File: src/rtl/smg_pkg.sv
package smg_pkg;

  typedef enum logic {
    SZ_NONE = 1'b0,
    SZ_M80  = 1'b1
  } opsz_e;

  localparam logic [1:0] MOD_REG_DIRECT = 2'b11;
  localparam logic [2:0] SREG_CS        = 3'd1;
  localparam logic [2:0] SREG_LAST      = 3'd5;

  function automatic logic sreg_ok(input logic [2:0] r);
    return (r != SREG_CS) && (r <= SREG_LAST);
  endfunction

endpackage

File: src/rtl/smg_opcode_dec.sv
module smg_opcode_dec #(
  parameter int          OPC_W      = 8,
  parameter int          GROUP_LEN  = 6,
  parameter logic [7:0]  ESC_BYTE   = 8'h0F,
  parameter logic [7:0]  GROUP_BASE = 8'h78,
  parameter logic [7:0]  RESUME_OP  = 8'hAA
) (
  input  logic [OPC_W-1:0] b0,
  input  logic [OPC_W-1:0] b1,
  output logic [GROUP_LEN:0] match
);
  logic esc_hit;
  assign esc_hit = (b0 == ESC_BYTE);

  for (genvar g = 0; g < GROUP_LEN; g++) begin : g_slot
    localparam logic [OPC_W-1:0] CODE = OPC_W'(GROUP_BASE + g);
    assign match[g] = esc_hit && (b1 == CODE);
  end

  assign match[GROUP_LEN] = esc_hit && (b1 == RESUME_OP);
endmodule

File: src/rtl/smg_form_chk.sv
module smg_form_chk
  import smg_pkg::*;
#(
  parameter int GROUP_LEN = 6,
  parameter int SEG_FORMS = 2
) (
  input  logic [GROUP_LEN:0] match,
  input  logic [7:0]         modrm,
  output logic               form_ok
);
  logic [1:0] mod_f;
  logic [2:0] reg_f;
  logic       mem_ok;
  logic [GROUP_LEN:0] slot_ok;

  assign mod_f  = modrm[7:6];
  assign reg_f  = modrm[5:3];
  assign mem_ok = (mod_f != MOD_REG_DIRECT);

  for (genvar g = 0; g < GROUP_LEN; g++) begin : g_rule
    if (g < SEG_FORMS) begin : g_seg
      assign slot_ok[g] = mem_ok && sreg_ok(reg_f);
    end else begin : g_sys
      assign slot_ok[g] = mem_ok && (reg_f == 3'd0);
    end
  end

  assign slot_ok[GROUP_LEN] = 1'b1;
  assign form_ok = |(match & slot_ok);
endmodule

File: src/rtl/smg_perm.sv
module smg_perm #(
  parameter int CPL_W = 2
) (
  input  logic [CPL_W-1:0] cpl,
  input  logic             cfg_acc_en,
  input  logic             smi_active,
  output logic             permit
);
  assign permit = (cpl == '0) && (cfg_acc_en || smi_active);
endmodule

File: src/rtl/smg_gate.sv
module smg_gate
  import smg_pkg::*;
#(
  parameter int          OPC_W      = 8,
  parameter int          CPL_W      = 2,
  parameter int          GROUP_LEN  = 6,
  parameter int          SEG_FORMS  = 2,
  parameter logic [7:0]  ESC_BYTE   = 8'h0F,
  parameter logic [7:0]  GROUP_BASE = 8'h78,
  parameter logic [7:0]  RESUME_OP  = 8'hAA
) (
  input  logic                 clk,
  input  logic                 rst,
  input  logic                 dec_valid,
  input  logic [OPC_W-1:0]     opc_b0,
  input  logic [OPC_W-1:0]     opc_b1,
  input  logic [7:0]           modrm,
  input  logic [CPL_W-1:0]     cpl,
  input  logic                 cfg_acc_en,
  input  logic                 smi_active,
  output logic                 out_valid,
  output logic [GROUP_LEN:0]   insn_hot,
  output logic [2:0]           seg_sel,
  output logic                 opnd_m80,
  output logic                 fault_ud
);
  localparam int NUM_INSN = GROUP_LEN + 1;

  logic [NUM_INSN-1:0] match;
  logic                form_ok;
  logic                permit;
  logic                hit;
  logic                fault_d;
  logic [NUM_INSN-1:0] insn_d;
  logic [2:0]          seg_d;
  opsz_e               size_d;

  smg_opcode_dec #(
    .OPC_W(OPC_W), .GROUP_LEN(GROUP_LEN), .ESC_BYTE(ESC_BYTE),
    .GROUP_BASE(GROUP_BASE), .RESUME_OP(RESUME_OP)
  ) u_dec (
    .b0(opc_b0), .b1(opc_b1), .match(match)
  );

  smg_form_chk #(.GROUP_LEN(GROUP_LEN), .SEG_FORMS(SEG_FORMS)) u_form (
    .match(match), .modrm(modrm), .form_ok(form_ok)
  );

  smg_perm #(.CPL_W(CPL_W)) u_perm (
    .cpl(cpl), .cfg_acc_en(cfg_acc_en), .smi_active(smi_active), .permit(permit)
  );

  always_comb begin
    hit     = |match;
    fault_d = hit && !(permit && form_ok);
    insn_d  = fault_d ? '0 : match;
    seg_d   = (|insn_d[SEG_FORMS-1:0]) ? modrm[5:3] : 3'd0;
    size_d  = (|insn_d[GROUP_LEN-1:0]) ? SZ_M80 : SZ_NONE;
  end

  always_ff @(posedge clk) begin
    if (rst) begin
      out_valid <= 1'b0;
      insn_hot  <= '0;
      seg_sel   <= '0;
      opnd_m80  <= 1'b0;
      fault_ud  <= 1'b0;
    end else begin
      out_valid <= dec_valid;
      if (dec_valid) begin
        insn_hot <= insn_d;
        seg_sel  <= seg_d;
        opnd_m80 <= size_d;
        fault_ud <= fault_d;
      end
    end
  end


  valid_follow_chk: assert property (@(posedge clk) disable iff (rst)
    dec_valid |=> out_valid);


  idle_hold_chk: assert property (@(posedge clk) disable iff (rst)
    !dec_valid |=> (!out_valid && $stable(insn_hot) && $stable(fault_ud)
                    && $stable(seg_sel) && $stable(opnd_m80)));


  onehot_id_chk: assert property (@(posedge clk) disable iff (rst)
    $onehot0(insn_hot));


  perm_rule_chk: assert property (@(posedge clk) disable iff (rst)
    (out_valid && |insn_hot) |->
      ($past(cpl) == '0 && ($past(cfg_acc_en) || $past(smi_active))));


  seg_legal_chk: assert property (@(posedge clk) disable iff (rst)
    (|insn_hot[SEG_FORMS-1:0]) |-> (seg_sel != SREG_CS && seg_sel <= SREG_LAST));


  resume_size_chk: assert property (@(posedge clk) disable iff (rst)
    insn_hot[GROUP_LEN] |-> !opnd_m80);


  fault_clear_chk: assert property (@(posedge clk) disable iff (rst)
    fault_ud |-> (insn_hot == '0 && seg_sel == 3'd0 && !opnd_m80));
endmodule

File: config.mk
export PLATFORM = sky130hd
export DESIGN_NAME = smg_gate
export DESIGN_NICKNAME = d
export VERILOG_FILES = /design/src/rtl/smg_pkg.sv /design/src/rtl/smg_opcode_dec.sv /design/src/rtl/smg_form_chk.sv /design/src/rtl/smg_perm.sv /design/src/rtl/smg_gate.sv
export SDC_FILE = /design/constraint.sdc
export NUM_CORES = 1
export LEC_CHECK = 0
export CAP_MARGIN = 20
export CELL_PAD_IN_SITES_DETAIL_PLACEMENT = 1
export CELL_PAD_IN_SITES_GLOBAL_PLACEMENT = 1
export CORE_MARGIN = 2
export CORE_UTILIZATION = 24
export CTS_BUF_LIST = sky130_fd_sc_hd__clkbuf_16
export DETAILED_ROUTE_END_ITERATION = 12
export GPL_TIMING_DRIVEN = 0
export PLACE_DENSITY = 0.75
export SKIP_LAST_GASP = 1
export SLEW_MARGIN = 20
export SYNTH_ARGS = -nofsm -noshare
export SYNTH_HDL_FRONTEND = slang
export SYNTH_SLANG_ARGS = --single-unit
File: constraint.sdc
create_clock -name clk -period 1.15 [get_ports clk]
set_input_delay 0.115 -clock clk [delete_from_list [all_inputs] [get_ports clk]]
set_output_delay 0.115 -clock clk [all_outputs]
set_load 0.005 [all_outputs]
==> Word level (Yosys, flattened, before mapping) <==
Index checks and enable logic that the tools add are counted.
{ "op_classes": {"n_addsub": 0, "multipliers": 0, "n_div": 0, "n_lt_le_gt_ge": 1, "eq_ne": 10, "shifts": 0, "mux": 3, "bitwise": 1, "n_reduce_logical": 21} }
{ "ops": {"columns": ["op", "n"], "rows": [
  ["== test 8 x 7 -> 1 bit, second input constant", 6],
  ["OR reduction 7 bit", 2],
  ["logical AND 1 bit", 13],
  ["== test 8 x 4 -> 1 bit, second input constant", 1],
  ["== test 8 bit, second input constant", 1],
  ["bitwise AND 7 bit", 1],
  ["2-to-1 mux 7 bit", 1],
  ["OR reduction 6 bit", 1],
  ["<= comparator 3 bit, second input constant", 1],
  ["logical NOT 3 bit", 1],
  ["2-to-1 mux 3 bit", 1],
  ["inequality test 3 x 1 -> 1 bit, second input constant", 1],
  ["logical NOT 2 bit", 1],
  ["inequality test 2 bit, second input constant", 1],
  ["OR reduction 2 bit", 1],
  ["logical NOT 1 bit", 1],
  ["logical OR 1 bit", 1],
  ["2-to-1 mux 1 bit", 1]
]} }
{ "word_totals": {"register_bits": 13, "latchBits": 0, "mem_bits_rw": 0, "romBits": 0, "inputBits": 31, "output_inout_bits": 13, "elab_cells": 41, "mem_count": 0} }

==> Logic depth before layout (Yosys ltp) <==
Gate-level depths: netlist of run 1.
{ "logic_depth": {"word_depth": 11, "mapped_depth": 5, "depth_no_buf": 4} }

==> Cells and area by module <==
From an unflattened synthesis of run 1, not the netlist that was laid out.
{ "hier_totals": {"hier_cells": 85, "area_unflattened_um2": 750.7} }
{ "modules_own_cells": {"columns": ["module", "instances", "cells_per_inst", "area_per_inst_um2"], "rows": [
  ["smg_gate", 1, 58, 531.8],
  ["smg_opcode_dec", 1, 19, 161.4],
  ["smg_form_chk", 1, 6, 43.8],
  ["smg_perm", 1, 2, 13.8]
]} }

==> Least setup slack after synthesis of run 1 <==
OpenSTA, ideal clock, no wires.
{ "synth_path": {"kind": "input to register", "start": "input opc_b1[1]", "end": "register fault_ud", "setup_ns": 0.061, "arrival_ns": 1.140, "t_required_ns": 1.089, "setup_slack_ns": -0.051, "cell_stages": 5, "n_path_buf": 1, "path_cell_list": "buf_6 -> a21boi_2 -> or3b_4 -> a22oi_4 -> a32o_1"} }
{ "synth_between": {"elab_chain_len": 7, "word_cells_on_any_way": 20, "classes_between": "eq/ne: 7; bitwise: 1; reduce/logical: 12"} }
{ "synth_rtl": {"columns": ["item", "line", "text"], "rows": [
  ["start, declared", "smg_gate.sv:16", "input logic [OPC_W-1:0] opc_b1,"],
  ["== test 8 x 7 -> 1 bit or == test 8 bit (tied branches)", "smg_opcode_dec.sv:17, smg_opcode_dec.sv:20", null],
  ["logical AND 1 bit (on tied branches)", "smg_opcode_dec.sv:17, smg_opcode_dec.sv:20", null],
  ["bitwise AND 7 bit", "smg_form_chk.sv:29", "assign form_ok = |(match & slot_ok);"],
  ["OR reduction 7 bit", "smg_form_chk.sv:29", null],
  ["logical AND 1 bit", "smg_gate.sv:55", "fault_d = hit && !(permit && form_ok);"],
  ["logical NOT 1 bit", "smg_gate.sv:55", null],
  ["logical AND 1 bit (*)", "smg_gate.sv:55", null],
  ["end signal, assigned", "smg_gate.sv:74", "fault_ud <= fault_d;"],
  ["end, declared", "smg_gate.sv:25", "output logic fault_ud"]
]} }
Every way passes the cells marked *; elsewhere a longest branch is shown, timed or not.
A chain may end at the register's enable or synchronous reset.

==> Worst setup path after layout of run 1 <==
{ "layout_path": {"start": "input opc_b0[7]", "end": "register seg_sel[0]"} }
{ "layout_between": {"elab_chain_len": 10, "word_cells_on_any_way": 17, "classes_between": "eq/ne: 1; mux: 2; bitwise: 1; reduce/logical: 13"} }
{ "layout_rtl": {"columns": ["item", "line", "text"], "rows": [
  ["start, declared", "smg_gate.sv:15", "input logic [OPC_W-1:0] opc_b0,"],
  ["== test 8 x 4 -> 1 bit (*)", "smg_opcode_dec.sv:13", "assign esc_hit = (b0 == ESC_BYTE);"],
  ["logical AND 1 bit (on tied branches)", "smg_opcode_dec.sv:17, smg_opcode_dec.sv:20", null],
  ["bitwise AND 7 bit", "smg_form_chk.sv:29", null],
  ["OR reduction 7 bit", "smg_form_chk.sv:29", null],
  ["logical AND 1 bit", "smg_gate.sv:55", null],
  ["logical NOT 1 bit", "smg_gate.sv:55", null],
  ["logical AND 1 bit", "smg_gate.sv:55", null],
  ["2-to-1 mux 7 bit (*)", "smg_gate.sv:56", "insn_d = fault_d ? '0 : match;"],
  ["OR reduction 2 bit (*)", "smg_gate.sv:57", "seg_d = (|insn_d[SEG_FORMS-1:0]) ? modrm[5:3] : 3'd0;"],
  ["2-to-1 mux 3 bit (*)", "smg_gate.sv:57", null],
  ["end signal, assigned", "smg_gate.sv:72", "seg_sel <= seg_d;"],
  ["end, declared", "smg_gate.sv:23", "output logic [2:0] seg_sel,"]
]} }
Marks and branches as above.

==> key figures, run 1 <==
Status
  • Status: finished, violations left
  • Failing checks: setup timing

Yosys
  • Unique masters post-synth: 35
  • Seq cells post-synth: 13
  • Cells after synthesis: 84
  • Top cells by area, synth: dfxtp_1 (33%), nand2_1 (5.3%), or3b_4 (4.3%)
  • Post-synth top area cell: dfxtp_1
  • EDFF count, synth: 0
  • Sequential share of the synthesized area: 33.2%
  • Synth Flop Type: dfxtp_1
  • Ys async rst share: 0%
  • Compound-gate portion of the synthesized area: between 20% and 30%
  • Largest family of logic cells by synthesized area: simple AND/OR/NAND/NOR gates
  • Syn_area_per_cell: roughly 9.3 um2
  • Yosys top cell area share: 33.2%
  • Syn Nets: approximately 120
  • Adder-Cell Fraction of Synth Area: 0%
  • Syn. warnings: 0
  • Mux share of post-synthesis cell area: 1.28%
  • Post-Synth Simple-Gate Area: 42.7%
  • Post-Synth XOR/XNOR Area: 0%
  • Syn Std Cell Area: roughly 780 um2

STA
  • Tightest Pin Transition: 0.375 ns
  • Max-slew violation count: 0
  • Final WS setup: -0.0700 ns
  • Final hold vios: 0
  • Min Tclk post-route: around 1.2 ns
  • Worst slew margin: roughly three quarters
  • Fmax: approximately 820 MHz
  • Crit share post-route: 106%
  • Worst-case clock skew: 0 ns
  • RSZ-0062 raised after global routing: yes
  • Setup violations, final: 3
  • Hold_ws: 0.159 ns

Drt
  • DRT antenna net count: 0
  • Pre-Repair DR Iteration Count: 4
  • DRC Markers: 0
  • WL final: roughly 2700 um
  • Via count: ~900
  • 1st-iter DRT viols: 10
  • Vias per inst: between 4 and 5
  • Routed WL per cell: 14.9 um

Floorplanning
  • Die footprint: around 3700 um2
  • Die Ht: just over 60 um
  • Initial Util: around 25%
  • IO Pins: 44
  • Die Width: between 60 and 70 um
  • Core area: approximately 3000 um2
  • Core Rows: 20

Placed design
  • Place WS: -0.761 ns
  • Port Buffers: 39
  • Placed Area: 1240 um2
  • RePlAce Congestion: approximately 0.86
  • Post-DP HPWL: approximately 2000 um

Global routing
  • GRT Total Usage: approximately 16%
  • Initial antenna violation count: 0
  • Vias in the first global route: about 1,000
  • First-pass GRT wire length: ~4400 um
  • Largest net degree at the start of global routing: 11
  • Grt total ovfl: 0

CTS
  • TritonCTS sink count: 13
  • Worst-skew pair later-pin latency: roughly 0.24 ns
  • Max H-tree Level: 1
  • CTS Buf Count: 3
  • CTS root buffer: clkbuf_16
  • CTS tree: done
  • Hold buffer count at CTS: 0
  • CTS Buffer Depth: 2
  • CTS clk-pin slew, worst paths: 0.04 ns

Worst setup path
  • CP arrival: 1.38 ns
  • CP Max Fanout: 5
  • Worst setup EP type: flip-flop
  • CP Launch Type: input pin
  • Setup CP Type: in -> reg
  • Worst endpoint required time: around 1.3 ns

Layout
  • Commonest non-fill, non-tap cell in the layout: dlygate4sd2_1
  • Most frequent cells in the layout: dlygate4sd2_1 (25), dfxtp_1 (13), nand2_1 (10)
  • Ratio of cells with drive above 1 in the final layout: between 30% and 40%
  • Final Cell Area: 1350 um2
  • Antenna diodes: 0
  • Area Growth Syn to Fin: 72.1%
  • Layout Nets: 167
  • Final Core Density: ~44%
  • Register area: ~260 um2
  • Filler cells: 370
  • Area of the multi-input gates: 569 um2

Power
  • Final Power: around 1.3 mW
  • P_leak: approximately 0.59 nW
  • VDD IR max: ~0.00041 V
  • Cell area power density: about 960 nW/um2

Worst hold path
  • Worst hold-check path type: in -> reg

Job
  • Max-cap viol count: 0
-- flip-flops by register name, summed over array words and instances, names as in the netlist --
signal,cells
out_valid,1
fault_ud,1
seg_sel,3
insn_hot,7
opnd_m80,1
-- report_power, final --
group	leakage (nW)	total [mW]	internal [mW]	switching, mW
registers	0.105	0.454	0.454	0.000383
clock network	0.0423	0.636	0.457	0.179
logic	0.440	0.211	0.107	0.104
-- stage by stage --
step | std cells | TNS (ns)
after CTS | 179 | -0.0973
final | 179 | -0.156
after detailed placement | 167 | -8.36
after floorplan | 84 | -0.134
after global routing | 179 | -0.428
after global placement | 167 | -7.96
-- critical path, stage by stage --
cell and delay (ns):
buf_6 0.09, or3b_4 0.42, nor4_4 0.43, a32oi_1 0.17, a31oi_1 0.17
-- cell type report --
type / count / share of cell area [%]
multi-input cells: 69 / 42.2
repair buffers: 47 / 27.0
flip-flops and latches: 13 / 19.3
clock buffers: 3 / 5.56
well taps: 44 / 4.08
plain buffers: 2 / 1.67
clock inverters: 1 / 0.278
-- cell usage after synthesis, types with 2 or more instances --
cell       n
a31oi_1    3
nand2b_1   2
dfxtp_1   13
a21oi_1    2
nand4b_1   2
or3b_4     3
a32oi_1    3
and2b_2    2
o21ai_0    6
nand4_1    4
nor4b_1    2
nand2_1   11
nor2_1     6
nand3_1    4
-- final timing paths --
| check | from | end | slack, ns | cells after the start |
|---|---|---|---|---|
| max | opc_b0[7] | seg_sel[0] | -0.07 | 5 |
| min | rst | insn_hot[6] | 0.16 | 2 |
| max reg2reg | seg_sel[0] | seg_sel[0] | 0.48 | 2 |
| min reg2reg | insn_hot[4] | insn_hot[4] | 0.44 | 2 |
-- per-layer routing --
layer	GRT usage, %	up-vias	routed length, um
li1	-	431	-
met1	17.3	416	1030
met2	31.2	28	1450
met3	3.36	6	137
met4	6.21	0	54
met5	0	-	0
-- cell families after synthesis --
family / Yosys count
muxes: 1
AOI/OAI and AO/OA: 20
buffers and inverters: 2
DFF: 13
and+or+nand+nor: 48
-- timing repair --
item                                    CTS  global route
endpoints found under the setup margin   25            11
buffers inserted                          8             0
pin swaps                                21            12
hold endpoints to repair                  0             0
gates resized for setup                  77            18
Power figures use the tool's default switching activity.
==> run 2, diff against run 1 <==
--- a/config.mk
+++ b/config.mk
@@ -5,6 +5,7 @@
 export SDC_FILE = /design/constraint.sdc
 export NUM_CORES = 1
 export LEC_CHECK = 0
+export ABC_AREA = 0
 export CAP_MARGIN = 20
 export CELL_PAD_IN_SITES_DETAIL_PLACEMENT = 1
 export CELL_PAD_IN_SITES_GLOBAL_PLACEMENT = 1
==> results of run 2 <==
No change in the layout: final DEF, timing and power equal those of run 1.
==> run 3, diff against run 2 <==
--- a/config.mk
+++ b/config.mk
@@ -12,6 +12,7 @@
 export CORE_MARGIN = 2
 export CORE_UTILIZATION = 24
 export CTS_BUF_LIST = sky130_fd_sc_hd__clkbuf_16
+export CTS_CLUSTER_DIAMETER = 60
 export DETAILED_ROUTE_END_ITERATION = 12
 export GPL_TIMING_DRIVEN = 0
 export PLACE_DENSITY = 0.75
==> constraint.sdc (replaced) <==
create_clock -name clk -period 1.15 [get_ports clk]
set_input_delay 0.345 -clock clk [delete_from_list [all_inputs] [get_ports clk]]
set_output_delay 0.345 -clock clk [all_outputs]
set_load 0.1 [all_outputs]
==> key figures, run 3 (synthesized netlist as in run 1, its figures left out) <==
CTS
  • CTS Buf Count: 3
  • Worst-skew pair later-pin latency: 0.24 ns
  • CTS Buffer Depth: 2
  • CTS tree: done
  • TritonCTS sink count: 13
  • Hold buffer count at CTS: 0
  • Max H-tree Level: 1
  • CTS root buffer: clkbuf_16
  • CTS clk-pin slew, worst paths: approximately 0.050 ns

Drt
  • Via count: about 950
  • Pre-Repair DR Iteration Count: 4
  • DRT antenna net count: 0
  • Routed WL per cell: between 15 and 20 um
  • Vias per inst: roughly 5.0
  • 1st-iter DRT viols: 8
  • WL final: around 3200 um
  • DRC Markers: 0

STA
  • Fmax: approximately 730 MHz
  • Max-slew violation count: 0
  • Worst-case clock skew: 0 ns
  • Final WS setup: -0.223 ns
  • Tightest Pin Transition: approximately 0.35 ns
  • Crit share post-route: 119%
  • Min Tclk post-route: between 1 and 1.5 ns
  • Setup violations, final: 12
  • Setup TNS: -1.98 ns
  • RSZ-0062 raised after global routing: yes
  • Final hold vios: 0
  • Worst slew margin: 76.9%

Floorplanning
  • Die footprint: roughly 3700 um2
  • Die Width: 61.2 um
  • IO Pins: 44
  • Core Rows: 20
  • Core area: just over 3000 um2
  • Initial Util: 25.5%
  • Die Ht: roughly 60 um

Placed design
  • Place WS: -1.10 ns
  • Placed Area: ~1300 um2
  • Post-DP HPWL: around 2100 um
  • Port Buffers: 39
  • RePlAce Congestion: between 0.8 and 0.9

Global routing
  • Largest net degree at the start of global routing: 11
  • Initial antenna violation count: 0
  • GRT Total Usage: around 17%
  • First-pass GRT wire length: approximately 4700 um
  • Grt total ovfl: 0
  • Vias in the first global route: about 1k

Power
  • VDD IR max: roughly 0.00043 V
  • Cell area power density: between 800 and 900 nW/um2
  • P_leak: between 0.6 and 0.7 nW

Layout
  • Biggest register: insn_hot
  • Ratio of cells with drive above 1 in the final layout: between 60% and 70%
  • Top flop regs: insn_hot (7), seg_sel (3)
  • Filler cells: approximately 350
  • Antenna diodes: 0
  • Commonest non-fill, non-tap cell in the layout: buf_4
  • Final Cell Area: about 1600 um2
  • Most frequent cells in the layout: buf_4 (16), dfxtp_2 (13), nand2_1 (11), buf_6 (11), buf_2 (9)
  • Area Growth Syn to Fin: 108%
  • Layout Nets: ~180
  • Max reg flops: 7

Worst setup path
  • Worst setup EP type: flip-flop
  • CP Max Fanout: 6
  • Setup CP Type: in -> reg
  • CP arrival: 1.53 ns
  • CP Launch Type: input pin
  • Worst endpoint required time: 1.31 ns

Status
  • Status: finished, violations left
  • Failing checks: setup timing

Worst hold path
  • Worst hold-check path type: in -> reg

Job
  • Max-cap viol count: 0
[run 3: cell types whose count changed in the layout (fill, tap and decap cells not counted), moves of 3 or more]
cell,before,now
buf_12,0,7
buf_2,5,9
buf_4,8,16
buf_6,3,11
buf_8,0,5
clkbuf_2,6,0
clkdlybuf4s15_1,0,4
dfxtp_1,13,0
dfxtp_2,0,13
dlygate4sd2_1,25,6
nand3_1,4,0
nand3_2,0,3
[run 3: power breakdown]
group	internal (mW)	switching, mW	total, mW
logic	0.148	0.130	0.277
clock network	0.459	0.194	0.653
registers	0.454	0.000770	0.454
[run 3: layer usage]
| layer | GRT usage (%) | vias up | share of wire, % |
|---|---|---|---|
| li1 | - | 450 | - |
| met1 | 17.1 | 455 | 34 |
| met2 | 35.4 | 36 | 59 |
| met3 | 2.73 | 6 | 4.9 |
| met4 | 5.90 | 0 | 2.1 |
| met5 | 0 | - | 0 |
[run 3: through the flow]
| stage | util [%] | hold slack [ns] | std cells | power, mW |
|---|---|---|---|---|
| 5_1_grt | 53.0 | 0.432 | 189 | 1.43 |
| 4_1_cts | 48.8 | 0.412 | 186 | 1.37 |
| 2_1_floorplan | - | 0.407 | 84 | 0.560 |
| 3_3_place_gp | 41.0 | 0.427 | 167 | 0.685 |
| 6_report | 53.0 | 0.410 | 189 | 1.38 |
| 3_5_place_dp | 41.0 | 0.437 | 167 | 0.690 |
[run 3: layout make-up]
class | instances | area, um2 | share of cell area, %
plain buffers | 2 | 25.0 | 1.53
clock buffers | 3 | 75.1 | 4.60
clock inverters | 1 | 3.75 | 0.230
multi-input cells | 69 | 616 | 37.8
flip-flops and latches | 13 | 277 | 17.0
well taps | 44 | 55.1 | 3.38
repair buffers | 57 | 579 | 35.5
[run 3: path summary, 6_finish.rpt]
path	to	cells past startpoint	start	slack, ns
setup / recovery	insn_hot[4]	7	opc_b0[7]	-0.22
hold / removal	opnd_m80	3	rst	0.41
setup reg to reg	seg_sel[0]	2	seg_sel[0]	0.43
hold reg to reg	insn_hot[1]	2	insn_hot[1]	0.46
[run 3: repair_timing]
action                     in CTS  in global routing
setup buffers                  15                  3
resized for setup             194                 31
pin swaps                      22                 16
cloned                          0                  0
hold endpoints to repair        0                  0
setup endpoints to repair      25                 19
[run 3: worst max-delay path, stage by stage]
cell and delay (ns):
buf_6 0.09, or3b_4 0.42, nor3_4 0.19, buf_6 0.16, buf_6 0.10, nand3_2 0.06
o21ai_1 0.16
